## src/rtl/spu_pkg.sv

```systemverilog
package spu_pkg;

    typedef enum logic [1:0] {
        OP_FULL    = 2'd0,
        OP_SMALL   = 2'd1,
        OP_REBUILD = 2'd2,
        OP_NONE    = 2'd3
    } op_e;

    typedef enum logic [1:0] {
        ST_IDLE   = 2'd0,
        ST_ABSORB = 2'd1,
        ST_EMIT   = 2'd2
    } st_e;

endpackage

```

## src/rtl/stripe_map.sv

```systemverilog
module stripe_map #(
    parameter int NUM_DISKS = 5,
    parameter int LBA_W     = 16,
    localparam int DISK_W   = $clog2(NUM_DISKS)
) (
    input  logic [LBA_W-1:0]  lba,
    output logic [LBA_W-1:0]  stripe,
    output logic [DISK_W-1:0] data_disk,
    output logic [DISK_W-1:0] parity_disk
);
    localparam logic [LBA_W-1:0] DATA_PER_STRIPE = LBA_W'(NUM_DISKS - 1);
    localparam logic [LBA_W-1:0] DISK_COUNT      = LBA_W'(NUM_DISKS);

    logic [LBA_W-1:0] slot;
    logic [LBA_W-1:0] turn;
    logic [LBA_W-1:0] par_wide;
    logic [LBA_W-1:0] dat_wide;

    always_comb begin
        stripe   = lba / DATA_PER_STRIPE;
        slot     = lba % DATA_PER_STRIPE;
        turn     = stripe % DISK_COUNT;
        // parity moves down one drive per stripe, wrapping at the top
        par_wide = DATA_PER_STRIPE - turn;
        // data slots fill the non-parity drives in increasing order
        dat_wide = (slot < par_wide) ? slot : slot + LBA_W'(1);
        parity_disk = DISK_W'(par_wide);
        data_disk   = DISK_W'(dat_wide);
    end
endmodule

```

## src/rtl/disk_walk.sv

```systemverilog
module disk_walk #(
    parameter int NUM_DISKS = 5,
    localparam int DISK_W   = $clog2(NUM_DISKS)
) (
    input  logic [DISK_W-1:0] cur,
    input  logic [DISK_W-1:0] skip,
    output logic [DISK_W-1:0] nxt
);
    logic [DISK_W-1:0] plus1;

    // cur of all ones wraps to 0, which yields the first drive of a walk
    always_comb begin
        plus1 = cur + DISK_W'(1);
        nxt   = (plus1 == skip) ? cur + DISK_W'(2) : plus1;
    end
endmodule

```

## src/rtl/block_xor_buf.sv

```systemverilog
module block_xor_buf #(
    parameter int WORD_W    = 32,
    parameter int BLK_WORDS = 4,
    localparam int IDX_W    = (BLK_WORDS > 1) ? $clog2(BLK_WORDS) : 1
) (
    input  logic              clk,
    input  logic              rst_n,
    input  logic              clr,
    input  logic              wr_en,
    input  logic [IDX_W-1:0]  wr_idx,
    input  logic [WORD_W-1:0] wr_data,
    input  logic [IDX_W-1:0]  rd_idx,
    output logic [WORD_W-1:0] rd_data
);
    logic [WORD_W-1:0] acc_d [BLK_WORDS];
    logic [WORD_W-1:0] acc_q [BLK_WORDS];

    for (genvar g = 0; g < BLK_WORDS; g++) begin : g_word
        always_comb begin
            if (clr) begin
                acc_d[g] = '0;
            end else if (wr_en && (wr_idx == IDX_W'(g))) begin
                acc_d[g] = acc_q[g] ^ wr_data;
            end else begin
                acc_d[g] = acc_q[g];
            end
        end

        always_ff @(posedge clk or negedge rst_n) begin
            if (!rst_n) begin
                acc_q[g] <= '0;
            end else begin
                acc_q[g] <= acc_d[g];
            end
        end
    end

    assign rd_data = acc_q[rd_idx];
endmodule

```

## src/rtl/stripe_parity_unit.sv

```systemverilog
module stripe_parity_unit
    import spu_pkg::*;
#(
    parameter int NUM_DISKS = 5,
    parameter int WORD_W    = 32,
    parameter int BLK_WORDS = 4,
    parameter int LBA_W     = 16,
    localparam int DISK_W   = $clog2(NUM_DISKS)
) (
    input  logic              clk,
    input  logic              rst_n,
    input  logic              cmd_valid,
    output logic              cmd_ready,
    input  logic [1:0]        cmd_op,
    input  logic [LBA_W-1:0]  cmd_lba,
    input  logic [DISK_W-1:0] cmd_lost_disk,
    output logic [LBA_W-1:0]  cur_stripe,
    output logic [DISK_W-1:0] cur_data_disk,
    output logic [DISK_W-1:0] cur_parity_disk,
    input  logic              in_valid,
    output logic              in_ready,
    input  logic [WORD_W-1:0] in_data,
    output logic [DISK_W-1:0] in_src_disk,
    output logic              out_valid,
    input  logic              out_ready,
    output logic [WORD_W-1:0] out_data,
    output logic              out_last,
    output logic [DISK_W-1:0] out_dst_disk
);
    localparam int IDX_W = (BLK_WORDS > 1) ? $clog2(BLK_WORDS) : 1;
    localparam logic [IDX_W-1:0]  LAST_WORD    = IDX_W'(BLK_WORDS - 1);
    localparam logic [DISK_W-1:0] LAST_STRIPE  = DISK_W'(NUM_DISKS - 2);
    localparam logic [DISK_W-1:0] LAST_SMALL   = DISK_W'(2);

    if (NUM_DISKS < 3) begin : g_bad_count
        $error("stripe_parity_unit needs at least three drives");
    end

    typedef struct packed {
        st_e               st;
        op_e               op;
        logic [IDX_W-1:0]  wcnt;
        logic [DISK_W-1:0] bcnt;
        logic [DISK_W-1:0] blast;
        logic [DISK_W-1:0] src;
        logic [DISK_W-1:0] dst;
        logic [DISK_W-1:0] dat;
        logic [DISK_W-1:0] par;
        logic [LBA_W-1:0]  stripe;
    } ctl_t;

    ctl_t ctl_d, ctl_q;

    logic [LBA_W-1:0]  map_stripe;
    logic [DISK_W-1:0] map_data;
    logic [DISK_W-1:0] map_par;
    logic [DISK_W-1:0] first_skip;
    logic [DISK_W-1:0] first_src;
    logic [DISK_W-1:0] next_src;
    logic              acc_clr;
    logic              acc_wr;

    stripe_map #(.NUM_DISKS(NUM_DISKS), .LBA_W(LBA_W)) u_map (
        .lba         (cmd_lba),
        .stripe      (map_stripe),
        .data_disk   (map_data),
        .parity_disk (map_par)
    );

    assign first_skip = (cmd_op == OP_REBUILD) ? cmd_lost_disk : map_par;

    disk_walk #(.NUM_DISKS(NUM_DISKS)) u_first (
        .cur  ('1),
        .skip (first_skip),
        .nxt  (first_src)
    );

    disk_walk #(.NUM_DISKS(NUM_DISKS)) u_step (
        .cur  (ctl_q.src),
        .skip (ctl_q.dst),
        .nxt  (next_src)
    );

    block_xor_buf #(.WORD_W(WORD_W), .BLK_WORDS(BLK_WORDS)) u_acc (
        .clk     (clk),
        .rst_n   (rst_n),
        .clr     (acc_clr),
        .wr_en   (acc_wr),
        .wr_idx  (ctl_q.wcnt),
        .wr_data (in_data),
        .rd_idx  (ctl_q.wcnt),
        .rd_data (out_data)
    );

    always_comb begin
        ctl_d   = ctl_q;
        acc_clr = 1'b0;
        acc_wr  = 1'b0;
        unique case (ctl_q.st)
            ST_IDLE: begin
                if (cmd_valid && (cmd_op != OP_NONE)) begin
                    ctl_d.st     = ST_ABSORB;
                    ctl_d.op     = op_e'(cmd_op);
                    ctl_d.wcnt   = '0;
                    ctl_d.bcnt   = '0;
                    ctl_d.stripe = map_stripe;
                    ctl_d.dat    = map_data;
                    ctl_d.par    = map_par;
                    acc_clr      = 1'b1;
                    case (op_e'(cmd_op))
                        OP_SMALL: begin
                            ctl_d.dst   = map_par;
                            ctl_d.src   = map_data;
                            ctl_d.blast = LAST_SMALL;
                        end
                        OP_REBUILD: begin
                            ctl_d.dst   = cmd_lost_disk;
                            ctl_d.src   = first_src;
                            ctl_d.blast = LAST_STRIPE;
                        end
                        default: begin
                            ctl_d.dst   = map_par;
                            ctl_d.src   = first_src;
                            ctl_d.blast = LAST_STRIPE;
                        end
                    endcase
                end
            end
            ST_ABSORB: begin
                if (in_valid) begin
                    acc_wr = 1'b1;
                    if (ctl_q.wcnt == LAST_WORD) begin
                        ctl_d.wcnt = '0;
                        if (ctl_q.bcnt == ctl_q.blast) begin
                            ctl_d.st   = ST_EMIT;
                            ctl_d.bcnt = '0;
                        end else begin
                            ctl_d.bcnt = ctl_q.bcnt + DISK_W'(1);
                            if (ctl_q.op == OP_SMALL) begin
                                // old data, old parity, new data
                                ctl_d.src = (ctl_q.bcnt == '0) ? ctl_q.par : ctl_q.dat;
                            end else begin
                                ctl_d.src = next_src;
                            end
                        end
                    end else begin
                        ctl_d.wcnt = ctl_q.wcnt + IDX_W'(1);
                    end
                end
            end
            ST_EMIT: begin
                if (out_ready) begin
                    if (ctl_q.wcnt == LAST_WORD) begin
                        ctl_d.st   = ST_IDLE;
                        ctl_d.wcnt = '0;
                    end else begin
                        ctl_d.wcnt = ctl_q.wcnt + IDX_W'(1);
                    end
                end
            end
            default: ctl_d.st = ST_IDLE;
        endcase
    end

    always_ff @(posedge clk or negedge rst_n) begin
        if (!rst_n) begin
            ctl_q <= ctl_t'('0);
        end else begin
            ctl_q <= ctl_d;
        end
    end

    assign cmd_ready       = (ctl_q.st == ST_IDLE);
    assign in_ready        = (ctl_q.st == ST_ABSORB);
    assign out_valid       = (ctl_q.st == ST_EMIT);
    assign out_last        = (ctl_q.st == ST_EMIT) && (ctl_q.wcnt == LAST_WORD);
    assign in_src_disk     = ctl_q.src;
    assign out_dst_disk    = ctl_q.dst;
    assign cur_stripe      = ctl_q.stripe;
    assign cur_data_disk   = ctl_q.dat;
    assign cur_parity_disk = ctl_q.par;
endmodule

```

## config.mk

```make
export PLATFORM = sky130hd
export DESIGN_NAME = stripe_parity_unit
export DESIGN_NICKNAME = d
export VERILOG_FILES = /design/src/rtl/spu_pkg.sv /design/src/rtl/stripe_map.sv /design/src/rtl/disk_walk.sv /design/src/rtl/block_xor_buf.sv /design/src/rtl/stripe_parity_unit.sv
export SDC_FILE = /design/constraint.sdc
export NUM_CORES = 1
export LEC_CHECK = 0
export ABC_AREA = 1
export BUFFER_PORTS_ARGS = -buffer_cell sky130_fd_sc_hd__buf_2
export CAP_MARGIN = 20
export CORE_ASPECT_RATIO = 0.9
export CORE_MARGIN = 2
export CORE_UTILIZATION = 40
export DETAILED_ROUTE_END_ITERATION = 10
export PLACE_DENSITY = 0.65
export RECOVER_POWER = 25
export SYNTH_ARGS = -nofsm -noshare
export SYNTH_HDL_FRONTEND = slang
export SYNTH_HIERARCHICAL = 1
export SYNTH_SLANG_ARGS = --single-unit
```

## constraint.sdc

```tcl
create_clock -name clk -period 1.9 [get_ports clk]
set_clock_uncertainty 0.2 [all_clocks]
set_input_delay 0.57 -clock clk [delete_from_list [all_inputs] [get_ports clk]]
set_output_delay 0.57 -clock clk [all_outputs]
set_load 0.005 [all_outputs]
```

# Word level (Yosys, flattened, before mapping)
# Cells that the tools add are included.
[word_totals] reg_bits=166 inputBits=58 output_inout_bits=64 elab_cells=107
[classes] n_addsub=6 div=1 n_lt_le_gt_ge=2 n_eq_ne=18 muxes=40 bitwise_logic=5 n_reduce_logical=21
[op_table] cell="32-bit 2-to-1 mux" n=10
[op_table] cell="32-bit bitwise XOR" n=4
[op_table] cell="32-bit binary-select mux with 2-bit select" n=1
[op_table] cell="40-bit 2-to-1 mux" n=1
[op_table] cell="3-bit 2-to-1 mux" n=10
[op_table] cell="2-bit by 16-bit < comparator with 1-bit output" n=1
[op_table] cell="14-bit by 3-bit remainder unit with 16-bit output (second input constant)" n=1
[op_table] cell="3-bit by 16-bit subtractor with 16-bit output (first input constant)" n=1
[op_table] cell="2-bit 2-to-1 mux" n=7
[op_table] cell="7-bit one-hot mux with 2 select lines" n=1
[op_table] cell="2-bit one-hot mux with 3 select lines" n=2
[op_table] cell="3-bit one-hot mux with 2 select lines" n=2
[op_table] cell="2-bit by 1-bit inequality test with 1-bit output (second input constant)" n=5
[op_table] cell="2-bit nonzero test" n=5
[op_table] cell="2-bit by 1-bit == test with 1-bit output (second input constant)" n=4
[op_table] cell="2-bit == test (second input constant)" n=4
[op_table] cell="4-bit AND reduction" n=2
[op_table] cell="3-bit by 1-bit adder with 3-bit output (second input constant)" n=2
[op_table] cell="3-bit == test" n=2
[op_table] cell="1-bit logical AND" n=6
[op_table] cell="3-bit zero test" n=2
[op_table] cell="2-bit inequality test (second input constant)" n=3
[op_table] cell="6-bit AND reduction" n=1
[op_table] cell="1-bit 2-to-1 mux" n=5
[op_table] cell="10 further kinds" n=11

# Depth between registers and ports, before layout
[logic_depth] word_depth=8 depth_mapped=75 mapped_depth_nobuf=75

# By module
# The synthesis kept the hierarchy.
[modules_own_cells] module="block_xor_buf" n_inst=1 cells_per_inst=1180 area_each_um2=7995.2 seq_area_each_um2=3203.1
[modules_own_cells] module="stripe_parity_unit" n_inst=1 cells_per_inst=292 area_each_um2=2294.7 seq_area_each_um2=975.9
[modules_own_cells] module="stripe_map" n_inst=1 cells_per_inst=283 area_each_um2=1627.8 seq_area_each_um2=0.0
[modules_own_cells] module="disk_walk" n_inst=2 cells_per_inst=35 area_each_um2=176.4 seq_area_each_um2=0.0

# Least setup slack after synthesis
# Ideal clock, no wire load.
[synth_timing] path_type="input -> register" startpoint="input port cmd_lba[13]" endpoint="register ctl_q (netlist bit in_src_disk[0])" setup_time_ps=118 arrival_time_ps=5801 t_required_ps=1582 slack_ps=-4219 stages=68 n_path_buf=0 path_cell_list="nor2_1 > nand2_1 > nand2_1 > clkinv_1 > nand3_2 > nand3_2 > nand2_2 > nand2_2 > nand2_1 > nand2_2 > inv_2 > nand2_4 > nand2_4 > nand2_2 > nand2_2 > inv_4 > nand2_4 > nand2_4 > (+32 left out) > nand2_2 > nand2_2 > xor2_1 > inv_1 > ha_1 > inv_1 > ha_1 > a21oi_2 > nor2_2 > nand2_2 > nand2_1 > nand2_1 > nand3_1 > nand2_1 > nand2_1 > nand2_1 > nand3_1 > nand2_1"
[synth_via] word_cells_on_any_way=10 cone_classes="add/sub: 1; div: 1; order compare: 1; mux: 6; reduce/logical: 1"
[synth_rtl] element="from (decl)" line_no="stripe_parity_unit.sv:15" rtl="input logic [LBA_W-1:0] cmd_lba,"
[synth_rtl] element="14-bit by 3-bit remainder unit with 16-bit output" line_no="stripe_map.sv:22" rtl="turn = stripe % DISK_COUNT;"
[synth_rtl] element="3-bit by 16-bit subtractor with 16-bit output" line_no="stripe_map.sv:24" rtl="par_wide = DATA_PER_STRIPE - turn;"
[synth_rtl] element="named net map_par[1]" line_no="stripe_parity_unit.sv:56" rtl="logic [DISK_W-1:0] map_par;"
[synth_rtl] element="2-bit by 16-bit < comparator with 1-bit output" line_no="stripe_map.sv:26" rtl="dat_wide = (slot < par_wide) ? slot : slot + LBA_W'(1);"
[synth_rtl] element="3-bit 2-to-1 mux" line_no="stripe_map.sv:26"
[synth_rtl] element="named net map_data[0]" line_no="stripe_parity_unit.sv:55" rtl="logic [DISK_W-1:0] map_data;"
[synth_rtl] element="7-bit one-hot mux with 2 select lines" line_no="stripe_parity_unit.sv:110" rtl="case (op_e'(cmd_op))"
[synth_rtl] element="40-bit 2-to-1 mux" line_no="stripe_parity_unit.sv:101" rtl="if (cmd_valid && (cmd_op != OP_NONE)) begin"
[synth_rtl] element="3-bit one-hot mux with 2 select lines" line_no="stripe_parity_unit.sv:99" rtl="unique case (ctl_q.st)"
[synth_rtl] element="to (signal assigned)" line_no="stripe_parity_unit.sv:167" rtl="ctl_q <= ctl_t'('0);"
[synth_rtl] element="to (signal assigned)" line_no="stripe_parity_unit.sv:169" rtl="ctl_q <= ctl_d;"
[synth_rtl] element="to (decl)" line_no="stripe_parity_unit.sv:52" rtl="ctl_t ctl_d, ctl_q;"
# The timed path passes the listed nets, and every way through them passes these cells. The select of a mux whose other input is x is not followed.
# A chain may end at the register's enable or synchronous reset.

# Worst setup path in the final report
# Same ends and word-level chain as after synthesis.

==> impl_metrics.env <==
export IMPL_nNetsFinal=2152
export IMPL_ys_ff_latch=167
export IMPL_root_buffer="clkbuf_16"
export IMPL_overflow=0
export IMPL_track_usage_pct=22.2
export IMPL_yosysSeqAreaShare_pct=34.1
export IMPL_vdd_ir_drop_max_v=0.00187
export IMPL_synth_warnings=6
export IMPL_gp_congestion=0.854
export IMPL_setup_violations=170
export IMPL_synth_edf_count=0
export IMPL_r2r_start="ctl_q[38]"
export IMPL_leakage_nw=9.74
export IMPL_r2r_end="u_acc/acc_q[11]"
export IMPL_required_ns=2.03
export IMPL_most_common_layout_cells="nand2_1, inv_1, dfrtp_1"
export IMPL_routed_via_density=5.08
export IMPL_status="finished, violations left"
export IMPL_fmax_ghz=0.157
export IMPL_ant_nets=0
export IMPL_crit_type="input pin to flop"
export IMPL_routed_wl_um=39000
export IMPL_worstHoldStart="cmd_lba[14]"
export IMPL_drt_iter0_markers=952
export IMPL_r2r_slack_ns=-0.19
export IMPL_grt_pass1_wl_um=57900
export IMPL_synthFlopType="dfrtp_1"
export IMPL_via_count=12700
export IMPL_io_buffers=121
export IMPL_fin_crit_ns=6.38
export IMPL_period_share_pct=336
export IMPL_rsz0062_at_grt="yes"
export IMPL_h_tree_depth=4
export IMPL_slew_headroom_pct=31.7
export IMPL_cpMaxStageDelayCell="ha_4"
export IMPL_synth_area_um2=12300
export IMPL_synth_top_cell_area_share_pct=34.1
export IMPL_yosysUniqueCellTypes=39
export IMPL_wl_per_cell_um=15.6
export IMPL_drive_above_1_share_pct=36.6
export IMPL_end_kind="flop"
export IMPL_clockBufferDepth=2
export IMPL_antenna_found_initial=2
export IMPL_critPathBufInv=11
export IMPL_initial_utilization_pct=40.9
export IMPL_cp_top_family="simple AND/OR/NAND/NOR gates"
export IMPL_r2r_cells=14
export IMPL_die_h_um=170
export IMPL_die_area_um2=32100
export IMPL_clock_latency_ns=0.45
export IMPL_rows=60
export IMPL_min_to="cur_stripe[12]"
export IMPL_cts_sinks=167
export IMPL_hold_violations=0
export IMPL_drv_slew=0
export IMPL_violations="negative setup slack"
export IMPL_grt_pass1_vias=11600
export IMPL_dp_hpwl_um=23000
export IMPL_worstPathArrival_ns=6.51
export IMPL_area_growth_pct=42.1
export IMPL_path_clk_slew_ns=0.07
export IMPL_pin_count=122
export IMPL_powerDensity_nw_per_um2=1680
export IMPL_grt_max_degree=43
export IMPL_max_stage_delay_ns=0.27
export IMPL_max_cap_violations=0
export IMPL_cp_max_fo=6
export IMPL_min_path_type="input pin to flop"
export IMPL_cts_buffers=17
export IMPL_cts_tree="yes"
export IMPL_async_flop_share_pct=100
export IMPL_yosys_top_cells_area="dfrtp_1, nand2_1, nand3_1"
export IMPL_coreArea_um2=30000
export IMPL_post_synth_cell_area_avg_um2=6.72
export IMPL_holdPathStages=3
export IMPL_final_common_cell="nand2_1"
export IMPL_dr_pass1_iters=5
export IMPL_synthCells=1825
export IMPL_drc=0
export IMPL_utilization_pct=58.1
export IMPL_tightest_slew_ns=1.03
export IMPL_yosys_area_top_type="dfrtp_1"
export IMPL_finalPower_w=0.0294
export IMPL_crit_path_start_kind="input pin"
export IMPL_setup_slack_ns=-4.48
export IMPL_die_w_um=189
## Yosys cell counts, types with 2 or more instances
master / instances
inv_4: 2
nand2_2: 53
nand3_4: 5
nand2_4: 12
nand3_1: 221
ha_1: 16
nand4_1: 5
clkinv_1: 4
conb_1: 2
o22ai_1: 2
a21oi_2: 4
nor2_4: 9
o21ai_0: 34
o21ai_1: 14
buf_4: 52
buf_2: 28
nor2_1: 164
nor2_2: 3
inv_1: 201
inv_2: 23
o211ai_1: 46
buf_6: 10
nand2_1: 604
a21oi_1: 20
nand3_2: 20
o21ai_2: 7
clkbuf_1: 33
buf_1: 3
dfrtp_1: 167
xor2_1: 52
## metrics by stage
step | setup slack, ns | hold slack (ns) | TNS [ns] | instances | area (um2)
2_1_floorplan | -4.11 | 0.0744 | -43.44 | 1836 | 12500
3_3_place_gp | -4.46 | 0.252 | -79.77 | 2367 | 14000
3_5_place_dp | -4.80 | 0.258 | -86.03 | 2367 | 14000
4_1_cts | -4.13 | 0.138 | -65.83 | 2442 | 15700
5_1_grt | -4.87 | 0.180 | -101.69 | 2494 | 17400
6_report | -4.48 | 0.168 | -83.35 | 2495 | 17400
## final cells by class
class | instances | area, um2
clock buffer | 18 | 439
tap | 403 | 504
inverter | 230 | 931
antenna | 1 | 2.50
timing repair buffer | 348 | 3450
timing repair inverter | 1 | 30.0
multi-input combinational | 1313 | 7730
clock inverter | 14 | 170
fill | 2611 | 12600
sequential | 167 | 4180
## power breakdown
part	leakage [nW]	internal, W	switching (W)
Sequential	2.26	0.00437	0.000813
Clock	0.298	0.00183	0.00179
Combinational	7.18	0.00952	0.0111
Total	9.74	0.0157	0.0137
## registers in the layout (all words and copies together) (netlist names)
| signal | flops |
|---|---|
| out_dst_disk | 3 |
| cur_parity_disk | 3 |
| cur_data_disk | 3 |
| cur_stripe | 16 |
| in_src_disk | 3 |
| u_acc/acc_q | 128 |
| ctl_q | 11 |
## metal layers
layer  GRT usage [%]  routed length (um)  vias to the layer above
li1                -                   -                     6141
met1            28.5               16200                     6070
met2            38.8               19700                      383
met3            3.88                2280                       67
met4            5.77                 858                        2
met5               0                  11                        -
## worst reg2reg max path: stages (launching register included)
cell,delay [ns]
dfrtp_1,0.43
inv_2,0.10
buf_6,0.10
ha_4,0.13
buf_6,0.11
inv_6,0.04
nor2_8,0.10
buf_12,0.13
clkinv_8,0.07
buf_12,0.13
nand2_8,0.07
clkinv_8,0.09
clkbuf_16,0.19
nand2_4,0.05
nand2_1,0.04
## worst max-delay path by stage
stage,start,to,slack (ns),cells past startpoint
floorplan,cmd_lba[13],in_src_disk[1],-4.11,70
CTS,cmd_lba[14],in_src_disk[0],-4.13,69
global placement,cmd_lba[13],in_src_disk[0],-4.46,68
detailed placement,cmd_lba[13],in_src_disk[0],-4.80,64
finish,cmd_lba[13],in_src_disk[0],-4.48,63
global route,cmd_lba[13],in_src_disk[0],-4.87,67
## logic make-up (layout without fill, tap and decap cells)
| kind of cell | count (synthesis) | in the layout | share of synthesized area, % |
|---|---|---|---|
| AND/OR/NAND/NOR | 1100 | 1100 | 40.2 |
| multiplexers | 1 | 1 | 0.0918 |
| other | 2 | 14 | 0.0612 |
| adder cells (fa/ha/maj) | 16 | 16 | 1.63 |
| flip-flops | 167 | 167 | 34.1 |
| buffers and inverters | 356 | 611 | 13.4 |
| XOR/XNOR | 52 | 52 | 3.71 |
| AO/OA/AOI/OAI | 131 | 131 | 6.80 |
## what timing repair did
action	4_1_cts	5_1_grt
setup endpoints to repair	78	118
hold buffers	1	0
gates cloned	13	13
setup buffers	31	48
endpoints found under the hold margin	27	0
pin swaps	61	144
gates resized for setup	138	317
Note: power is estimated with default switching activity, not from simulation.
